## config.mk

```make
export PLATFORM = sky130hd
export DESIGN_NAME = dac_cal_seq
export DESIGN_NICKNAME = d
export VERILOG_FILES = /design/src/rtl/cal_seq_pkg.sv /design/src/rtl/cal_seq_fsm.sv /design/src/rtl/cal_seq_acc.sv /design/src/rtl/cal_seq_trim.sv /design/src/rtl/dac_cal_seq.sv
export SDC_FILE = /design/constraint.sdc
export NUM_CORES = 1
export LEC_CHECK = 0
export ABC_CLOCK_PERIOD_IN_PS = 4040
export BUFFER_PORTS_ARGS = -buffer_cell sky130_fd_sc_hd__clkbuf_2
export CORE_UTILIZATION = 30
export CTS_BUF_LIST = sky130_fd_sc_hd__clkbuf_8
export DETAILED_ROUTE_END_ITERATION = 10
export PLACE_DENSITY = 0.56
export RECOVER_POWER = 100
export SLEW_MARGIN = 20
export SYNTH_ARGS = -nofsm -noshare
export SYNTH_HDL_FRONTEND = slang
export SYNTH_SLANG_ARGS = --single-unit
```

## constraint.sdc

```tcl
create_clock -name clk -period 4.04 [get_ports clk]
set_clock_uncertainty 0.05 [all_clocks]
set_input_delay 0.202 -clock clk [delete_from_list [all_inputs] [get_ports clk]]
set_output_delay 0.202 -clock clk [all_outputs]
set_load 0.005 [all_outputs]
```

## src/rtl/cal_seq_pkg.sv

```systemverilog
package cal_seq_pkg;

    typedef enum logic [2:0] {
        ST_IDLE     = 3'd0,
        ST_MEAS_CRS = 3'd1,
        ST_MEAS_FIN = 3'd2,
        ST_COMPUTE  = 3'd3,
        ST_DONE     = 3'd4
    } cal_state_e;

endpackage

```

## src/rtl/cal_seq_fsm.sv

```systemverilog
module cal_seq_fsm
    import cal_seq_pkg::*;
#(
    parameter int MAX_WIN_LOG2 = 10,
    parameter int WL_W         = 4
) (
    input  logic            clk,
    input  logic            rst_n,
    input  logic            start_i,
    input  logic [WL_W-1:0] win_log2_i,
    output cal_state_e      state_o,
    output logic            sample_o,
    output logic            last_o,
    output logic            launch_o
);

    localparam int CNT_W = MAX_WIN_LOG2 + 1;

    cal_state_e        state_q, state_d;
    logic [WL_W-1:0]   win_m_q;
    logic [CNT_W-1:0]  smp_q;
    logic [CNT_W-1:0]  win_len;

    assign win_len  = CNT_W'(1) << win_m_q;
    assign launch_o = (state_q == ST_IDLE) && start_i;
    assign sample_o = (state_q == ST_MEAS_CRS) || (state_q == ST_MEAS_FIN);
    assign last_o   = sample_o && (smp_q == (win_len - CNT_W'(1)));
    assign state_o  = state_q;

    always_comb begin
        state_d = state_q;
        unique case (state_q)
            ST_IDLE:     if (start_i) state_d = ST_MEAS_CRS;
            ST_MEAS_CRS: if (last_o)  state_d = ST_MEAS_FIN;
            ST_MEAS_FIN: if (last_o)  state_d = ST_COMPUTE;
            ST_COMPUTE:  state_d = ST_DONE;
            ST_DONE:     state_d = ST_IDLE;
            default:     state_d = ST_IDLE;
        endcase
    end

    always_ff @(posedge clk or negedge rst_n) begin
        if (!rst_n) begin
            state_q <= ST_IDLE;
        end else begin
            state_q <= state_d;
        end
    end

    always_ff @(posedge clk or negedge rst_n) begin
        if (!rst_n) begin
            win_m_q <= '0;
            smp_q   <= '0;
        end else begin
            if (launch_o) begin
                win_m_q <= (win_log2_i > WL_W'(MAX_WIN_LOG2)) ? WL_W'(MAX_WIN_LOG2) : win_log2_i;
            end
            if (!sample_o) begin
                smp_q <= '0;
            end else if (last_o) begin
                smp_q <= '0;
            end else begin
                smp_q <= smp_q + CNT_W'(1);
            end
        end
    end

endmodule

```

## src/rtl/cal_seq_acc.sv

```systemverilog
module cal_seq_acc #(
    parameter int CNT_W = 11
) (
    input  logic             clk,
    input  logic             rst_n,
    input  logic             clear_i,
    input  logic             en_i,
    input  logic             bit_i,
    input  logic             dump_i,
    output logic [CNT_W-1:0] sum_o
);

    logic [CNT_W-1:0] acc_q;

    assign sum_o = acc_q + CNT_W'(bit_i);

    always_ff @(posedge clk or negedge rst_n) begin
        if (!rst_n) begin
            acc_q <= '0;
        end else if (clear_i) begin
            acc_q <= '0;
        end else if (en_i) begin
            acc_q <= dump_i ? '0 : sum_o;
        end
    end

endmodule

```

## src/rtl/cal_seq_trim.sv

```systemverilog
module cal_seq_trim #(
    parameter int CNT_W       = 11,
    parameter int CODE_W      = 4,
    parameter int RATIO_LOG2  = 4,
    parameter int COARSE_CODE = 1,
    parameter int FINE_CODE   = 8,
    parameter int TRIM_W      = 8
) (
    input  logic                     clk,
    input  logic                     rst_n,
    input  logic                     load_i,
    input  logic [CNT_W-1:0]         crs_cnt_i,
    input  logic [CNT_W-1:0]         fin_cnt_i,
    output logic signed [TRIM_W-1:0] trim_o
);

    localparam int RAW_W   = CNT_W + CODE_W + RATIO_LOG2 + 2;
    localparam int NEG_MUL = COARSE_CODE * (1 << RATIO_LOG2);
    localparam logic signed [RAW_W-1:0] T_MAX = RAW_W'((1 << (TRIM_W - 1)) - 1);
    localparam logic signed [RAW_W-1:0] T_MIN = -RAW_W'(1 << (TRIM_W - 1));

    logic signed [RAW_W-1:0] crs_term, fin_term, raw;
    logic signed [TRIM_W-1:0] sat;

    always_comb begin
        crs_term = $signed({{(RAW_W - CNT_W){1'b0}}, crs_cnt_i}) * $signed(RAW_W'(FINE_CODE));
        fin_term = $signed({{(RAW_W - CNT_W){1'b0}}, fin_cnt_i}) * $signed(RAW_W'(NEG_MUL));
        raw      = crs_term - fin_term;
        if (raw > T_MAX) begin
            sat = T_MAX[TRIM_W-1:0];
        end else if (raw < T_MIN) begin
            sat = T_MIN[TRIM_W-1:0];
        end else begin
            sat = raw[TRIM_W-1:0];
        end
    end

    always_ff @(posedge clk or negedge rst_n) begin
        if (!rst_n) begin
            trim_o <= '0;
        end else if (load_i) begin
            trim_o <= sat;
        end
    end

endmodule

```

## src/rtl/dac_cal_seq.sv

```systemverilog
module dac_cal_seq
    import cal_seq_pkg::*;
#(
    parameter int MAX_WIN_LOG2 = 10,
    parameter int WL_W         = $clog2(MAX_WIN_LOG2 + 1),
    parameter int CODE_W       = 4,
    parameter int RATIO_LOG2   = 4,
    parameter int COARSE_CODE  = 1,
    parameter int FINE_CODE    = 8,
    parameter int TRIM_W       = 8
) (
    input  logic                     clk,
    input  logic                     rst_n,
    input  logic                     start_i,
    input  logic [WL_W-1:0]          win_log2_i,
    input  logic                     mod_bit_i,
    output logic                     cal_mode_o,
    output logic                     crs_sel_o,
    output logic                     fin_sel_o,
    output logic [CODE_W-1:0]        test_code_o,
    output logic                     done_o,
    output logic signed [TRIM_W-1:0] trim_o
);

    localparam int CNT_W = MAX_WIN_LOG2 + 1;

    cal_state_e       state;
    logic             sample, last, launch;
    logic [CNT_W-1:0] win_sum;
    logic [CNT_W-1:0] crs_cnt_q, fin_cnt_q;

    cal_seq_fsm #(
        .MAX_WIN_LOG2(MAX_WIN_LOG2),
        .WL_W        (WL_W)
    ) u_fsm (
        .clk       (clk),
        .rst_n     (rst_n),
        .start_i   (start_i),
        .win_log2_i(win_log2_i),
        .state_o   (state),
        .sample_o  (sample),
        .last_o    (last),
        .launch_o  (launch)
    );

    cal_seq_acc #(
        .CNT_W(CNT_W)
    ) u_acc (
        .clk    (clk),
        .rst_n  (rst_n),
        .clear_i(launch),
        .en_i   (sample),
        .bit_i  (mod_bit_i),
        .dump_i (last),
        .sum_o  (win_sum)
    );

    always_ff @(posedge clk or negedge rst_n) begin
        if (!rst_n) begin
            crs_cnt_q <= '0;
            fin_cnt_q <= '0;
        end else if (last) begin
            if (state == ST_MEAS_CRS) crs_cnt_q <= win_sum;
            if (state == ST_MEAS_FIN) fin_cnt_q <= win_sum;
        end
    end

    cal_seq_trim #(
        .CNT_W      (CNT_W),
        .CODE_W     (CODE_W),
        .RATIO_LOG2 (RATIO_LOG2),
        .COARSE_CODE(COARSE_CODE),
        .FINE_CODE  (FINE_CODE),
        .TRIM_W     (TRIM_W)
    ) u_trim (
        .clk      (clk),
        .rst_n    (rst_n),
        .load_i   (state == ST_COMPUTE),
        .crs_cnt_i(crs_cnt_q),
        .fin_cnt_i(fin_cnt_q),
        .trim_o   (trim_o)
    );

    always_comb begin
        cal_mode_o  = 1'b0;
        crs_sel_o   = 1'b0;
        fin_sel_o   = 1'b0;
        test_code_o = '0;
        done_o      = 1'b0;
        unique case (state)
            ST_IDLE: ;
            ST_MEAS_CRS: begin
                cal_mode_o  = 1'b1;
                crs_sel_o   = 1'b1;
                test_code_o = CODE_W'(COARSE_CODE);
            end
            ST_MEAS_FIN: begin
                cal_mode_o  = 1'b1;
                fin_sel_o   = 1'b1;
                test_code_o = CODE_W'(FINE_CODE);
            end
            ST_COMPUTE: cal_mode_o = 1'b1;
            ST_DONE:    done_o     = 1'b1;
            default: ;
        endcase
    end

endmodule

```

# ---- Yosys cells after proc, flatten, opt, wreduce, memory -nomap -nowiden
# Cells that the tools add are included.
# Widths: inputs -> output; s select.
dict set report totals {
  regBits 59
  inputBits 8
  output_inout_bits 16
  elab_cells 49
}
dict set report classes {
  addsub 4
  n_lt_le_gt_ge 3
  n_eq_ne 8
  shift 1
  muxes 17
  n_reduce_logical 9
}
# operator count
set ops {}
lappend ops {{$mux 11} 5}
lappend ops {{$gt 21x8->1 const B} 1}
lappend ops {{$lt 21x8->1 const B} 1}
lappend ops {{$mux 8} 2}
lappend ops {{$sub 14x15->16} 1}
lappend ops {{$pmux 3 s4} 1}
lappend ops {{$add 11x1->11} 1}
lappend ops {{$add 11x1->11 const B} 1}
lappend ops {{$eq 11x11->1} 1}
lappend ops {{$shl 1x4->11 const A} 1}
lappend ops {{$sub 11x1->11 const B} 1}
lappend ops {{$mux 3} 3}
lappend ops {{$pmux 4 s2} 1}
lappend ops {{$eq 3x2->1 const B} 2}
lappend ops {{$gt 4x4->1 const B} 1}
lappend ops {{$mux 1} 4}
lappend ops {{$mux 4} 1}
lappend ops {{$ne 2x1->1 const B} 2}
lappend ops {{$reduce_and 2->1} 2}
lappend ops {{$eq 3x1->1 const B} 1}
lappend ops {{$eq 3x3->1 const B} 1}
lappend ops {{$logic_not 3->1} 1}
lappend ops {{$reduce_and 3->1} 1}
lappend ops {{$reduce_or 3->1} 1}
lappend ops {{other kinds (4)} 5}

# ---- Logic depth before layout (Yosys ltp)
dict set report depth {
  depth_word 7
  ltp_mapped 13
  depth_no_buf 10
}

# ---- Modules after synthesis
# Synthesis repeated with hierarchy kept, for this count alone.
dict set report hier_totals {
  cells_unflattened 403
  hier_area_um2 3836.2
}
# module n_inst cells_per_inst area_per_inst_um2
set by_module_without_submodules {}
lappend by_module_without_submodules {cal_seq_fsm 1 138 1239.9}
lappend by_module_without_submodules {dac_cal_seq 1 59 919.6}
lappend by_module_without_submodules {cal_seq_trim 1 117 883.3}
lappend by_module_without_submodules {cal_seq_acc 1 89 793.3}

# ---- Worst setup path after synthesis
# OpenSTA, ideal clock, no wires.
dict set report synth_path {
  path_type {flip-flop to flip-flop}
  startpoint {register u_fsm.win_m_q[3]}
  endpoint {register crs_cnt_q[10]}
  setup_ns 0.125
  arrival_time_ns 2.752
  required_time_ns 3.865
  slack_ns 1.112
  stages_incl_launch_ff 14
  path_buffers 3
  cell_sequence {dfrtp_1 > buf_2 > buf_2 > nor2_1 > nand2_1 > ha_1 > or4b_1 > a31oi_1 > a21oi_1 > nor3_4 > nor3_4 > and2_4 > buf_6 > mux2_4}
}
dict set report synth_via {
  elab_chain_len 5
}
# item line_no
set synth_lines {}
lappend synth_lines {{start, declared} cal_seq_fsm.sv:20} ;# logic [WL_W-1:0] win_m_q;
lappend synth_lines {{start signal, assigned} cal_seq_fsm.sv:56} ;# win_m_q <= (win_log2_i > WL_W'(MAX_WIN_LOG2)) ? WL_W'(MAX_WIN_LOG2) : win_log2_i;
lappend synth_lines {{$shl 1x4->11} cal_seq_fsm.sv:24} ;# assign win_len = CNT_W'(1) << win_m_q;
lappend synth_lines {{$sub 11x1->11} cal_seq_fsm.sv:27} ;# assign last_o = sample_o && (smp_q == (win_len - CNT_W'(1)));
lappend synth_lines {{$eq 11x11->1} cal_seq_fsm.sv:27}
lappend synth_lines {{$logic_and 1x1->1} cal_seq_fsm.sv:27}
lappend synth_lines {{$reduce_and 2->1 (no line)} --}
lappend synth_lines {{end signal, assigned} dac_cal_seq.sv:63} ;# if (state == ST_MEAS_CRS) crs_cnt_q <= win_sum;
lappend synth_lines {{end, declared} dac_cal_seq.sv:30} ;# logic [CNT_W-1:0] crs_cnt_q, fin_cnt_q;
# Every way passes these cells.
# A chain may end at the register's enable or synchronous reset.

# ---- Worst setup path in the final report
dict set report layout_path {
  startpoint {register u_fsm.win_m_q[1]}
  endpoint {register fin_cnt_q[10]}
}
dict set report layout_via {
  elab_chain_len 5
}
# item line_no
set layout_lines {}
lappend layout_lines {{$shl 1x4->11} cal_seq_fsm.sv:24}
lappend layout_lines {{$sub 11x1->11} cal_seq_fsm.sv:27}
lappend layout_lines {{$eq 11x11->1} cal_seq_fsm.sv:27}
lappend layout_lines {{$logic_and 1x1->1} cal_seq_fsm.sv:27}
lappend layout_lines {{$reduce_and 2->1 (no line)} --}
lappend layout_lines {{end signal, assigned} dac_cal_seq.sv:64} ;# if (state == ST_MEAS_FIN) fin_cnt_q <= win_sum;
lappend layout_lines {{end, declared} dac_cal_seq.sv:30}
# Every way passes these cells.

==> run metrics <==
clock latency on the worst-skew pair=0.34 ns; average size of a mapped cell=9.209 µm²; maximum vdd drop=0.1431 mV; Top Usage Layer GRT=met2; Storage cell area=1426 µm²; Setup crit start=u_fsm.win_m_q[1]; Max Slew Vio Count=0; crit-path max cell delay=0.56 ns; PD cells=412.3 nW/µm²; P_leak=approximately 1.8 nW; global-route wire length before repair=13980 µm; setup TNS=0 ns; Yosys reg bits=57; Clock Tree Buf Depth=2; Warnings, synthesis=0; met2 Use GR=21.27%; crit path launch type=flip-flop; Buf/Inv on CP=0; Fill cells=1245; Core Region=12010 µm²; Post-synth EDFFs=0; Reg2Reg Depth=10; largest net degree at the start of global routing=58; Die Ht=113.2 µm; crit path to=fin_cnt_q[10]; Crit Path Category=reg -> reg; Async S/R FF share, synth=100.0%; CP arrival=3.82 ns; hold path depth=3; critical path required time=4.21 ns; Multi-input gate area=2022 µm²; First-pass DRT Iterations=4; CTS Buf Count=9; Setup-failing EPs final=0; Slowest cell on crit path=dfrtp_1; final WL=8109 µm; Cells after DPL=547; Final Hold Fails=0; H-tree depth=3; RSZ-0062 raised after global routing=false; flop-to-flop setup slack=0.40 ns; DRT antenna net count=0; Via density=5.188; final net count=approximately 440; Post-Syn Instances=403; number of diodes=0; total track usage=around 14%; register area share after synthesis=38.44%; Port Buffers=21; crit path cell chain=nor2_1 > nand3_1 > ha_1 > xnor2_1 > mux2i_1 > o41ai_1 > nand4_2 > nor3_4 > and2_1 > mux2_1; clock root buffer=clkbuf_8; CP Depth=10; final worst path period need=3.645 ns; hold crit path type=in -> reg; crit-path leading delay family=simple AND/OR/NAND/NOR gates; CTS clk-pin slew, worst paths=~0.06 ns; GR Overflow Total=0; status=finished clean; met3 Use GR=1.768%; DRC viols=0; met1 Use GR=18.56%; FMAX=0.2743 GHz; top-count cell post-synth=dfrtp_1; TritonCTS clock tree=done; DIE WIDTH=113.2 µm; Slew @ Worst Pin=1.426 ns; reg2reg start=u_fsm.win_m_q[1]; Setup crit end kind=flip-flop; dpl hpwl=5834 µm; Main synth FF type=dfrtp_1; Placer Congestion=between 0.8 and 0.9; top cells by count, synth=dfrtp_1 (57), nor2_1 (37), nand3_1 (30); wire per inst=14.40 µm; vias in the first global route=between 2000 and 3000; I/O Pins=24; Total Die Area=12820 µm²; CP max FO=18; FP Rows=40; clock sinks=57; fin crit share=about nine tenths; initial antenna violation count=0; Synth-to-Final Area Change=7.856%; DR vias=just under 3000; final std cells w/o fill=about 560; Yosys cell types=66; fraction of layout cells with a size suffix above 1=10.58%; top post-synthesis cells by area=dfrtp_1 (38%), ha_1 (4.7%), nand3_1 (4.0%); DR iter-0 viols=168; post-synthesis cell area=3711 µm²; Max Cap Violations=0; Starting Density=30.90%; Synth top area share=between 30% and 40%; RR Endpoint=fin_cnt_q[10]; cell taking the most area after synthesis=dfrtp_1; Worst slew margin=4.917%
-- how the worst min path moves through the flow --
stage | startpoint | to
after floorplan | rst_n | crs_cnt_q[0]
after global placement | rst_n | fin_cnt_q[6]
after detailed placement | rst_n | fin_cnt_q[9]
after CTS | win_log2_i[0] | u_fsm.win_m_q[0]
after global routing | win_log2_i[0] | u_fsm.win_m_q[0]
final | win_log2_i[3] | u_fsm.win_m_q[3]
-- metal layers --
layer	vias up	part of all wire [%]
met5	-	0
met4	0	2.2
met3	13	2.0
met2	37	45
met1	1418	51
li1	1453	-
-- cells in the final DEF (no fill, tap or decap), types with 3 or more instances in the layout --
master and count:
a211oi_1 5, a21o_1 6, a21oi_1 20, a22o_1 5
a31oi_1 3, and3_1 7, clkbuf_1 8, clkbuf_2 15
clkbuf_8 12, clkinv_2 3, dfrtp_1 57, ha_1 14
inv_1 20, mux2_1 7, mux2_2 3, nand2_1 18
nand2b_1 7, nand3_1 30, nand3b_1 5, nor2_1 37
nor2b_1 8, nor3_1 3, nor3b_1 4, o2111ai_1 4
o21a_1 3, o21ai_0 29, o22ai_1 3, o31ai_1 3
or2_2 4, xnor2_1 14, xor2_1 12
-- logic make-up after synthesis --
logic type | Yosys count | synth area share (%)
AO/OA/AOI/OAI | 99 | 18.04
flip-flops | 57 | 38.44
AND/OR/NAND/NOR | 147 | 21.91
adder cells (fa/ha/maj) | 15 | 5.260
other | 1 | 0.1010
buffers and inverters | 47 | 6.102
XOR/XNOR | 26 | 6.136
multiplexers | 11 | 4.012
-- state kept, by name (all words and copies together), names as in the netlist --
name and cells:
fin_cnt_q 11, u_fsm.smp_q 11, u_fsm.win_m_q 4, u_acc.acc_q 11, crs_cnt_q 11, u_trim.trim_o 6, u_fsm.state_o 3
-- area by class of cell --
type / instances / area share (%)
multi-input cells: 300 / 50.52
flip-flops and latches: 57 / 35.64
well taps: 147 / 4.595
clock buffers: 12 / 4.126
repair buffers: 24 / 2.876
inverters: 20 / 1.876
clock inverters: 3 / 0.3751
-- power breakdown --
group | internal (mW) | switching (mW) | total [mW]
clock network | 0.266 | 0.223 | 0.489
registers | 0.650 | 0.133 | 0.782
logic | 0.177 | 0.201 | 0.379
total | 1.09 | 0.557 | 1.65
-- metrics by stage --
| step | total power, mW | setup WS, ns | utilization [%] | hold slack (ns) | instance area [µm²] |
|---|---|---|---|---|---|
| global placement | 1.160 | 0.5324 | 32.20 | 0.3476 | 3867 |
| CTS | 1.675 | 0.3508 | 33.78 | 0.03213 | 4058 |
| floorplan | 1.067 | 1.112 | - | -0.1436 | 3715 |
| finish | 1.650 | 0.3950 | 33.32 | 0.05016 | 4003 |
| detailed placement | 1.172 | 0.3664 | 32.20 | 0.3583 | 3867 |
| global route | 1.757 | 0.05483 | 33.32 | 0.05578 | 4003 |
-- repair_timing --
item	in CTS	in global routing
buffers inserted	0	0
hold buffers	1	0
setup endpoints to repair	0	0
gates resized for setup	0	0
endpoints found under the hold margin	57	0
-- worst reg2reg max path, cell delays in order (launching register included) --
cell and delay, ns:
dfrtp_1 0.56, nor2_1 0.30, nand3_1 0.12, ha_1 0.30, xnor2_1 0.25, mux2i_1 0.11
o41ai_1 0.30, nand4_2 0.20, nor3_4 0.54, and2_1 0.44, mux2_1 0.36
No activity file was read; power rests on OpenSTA's default activity.
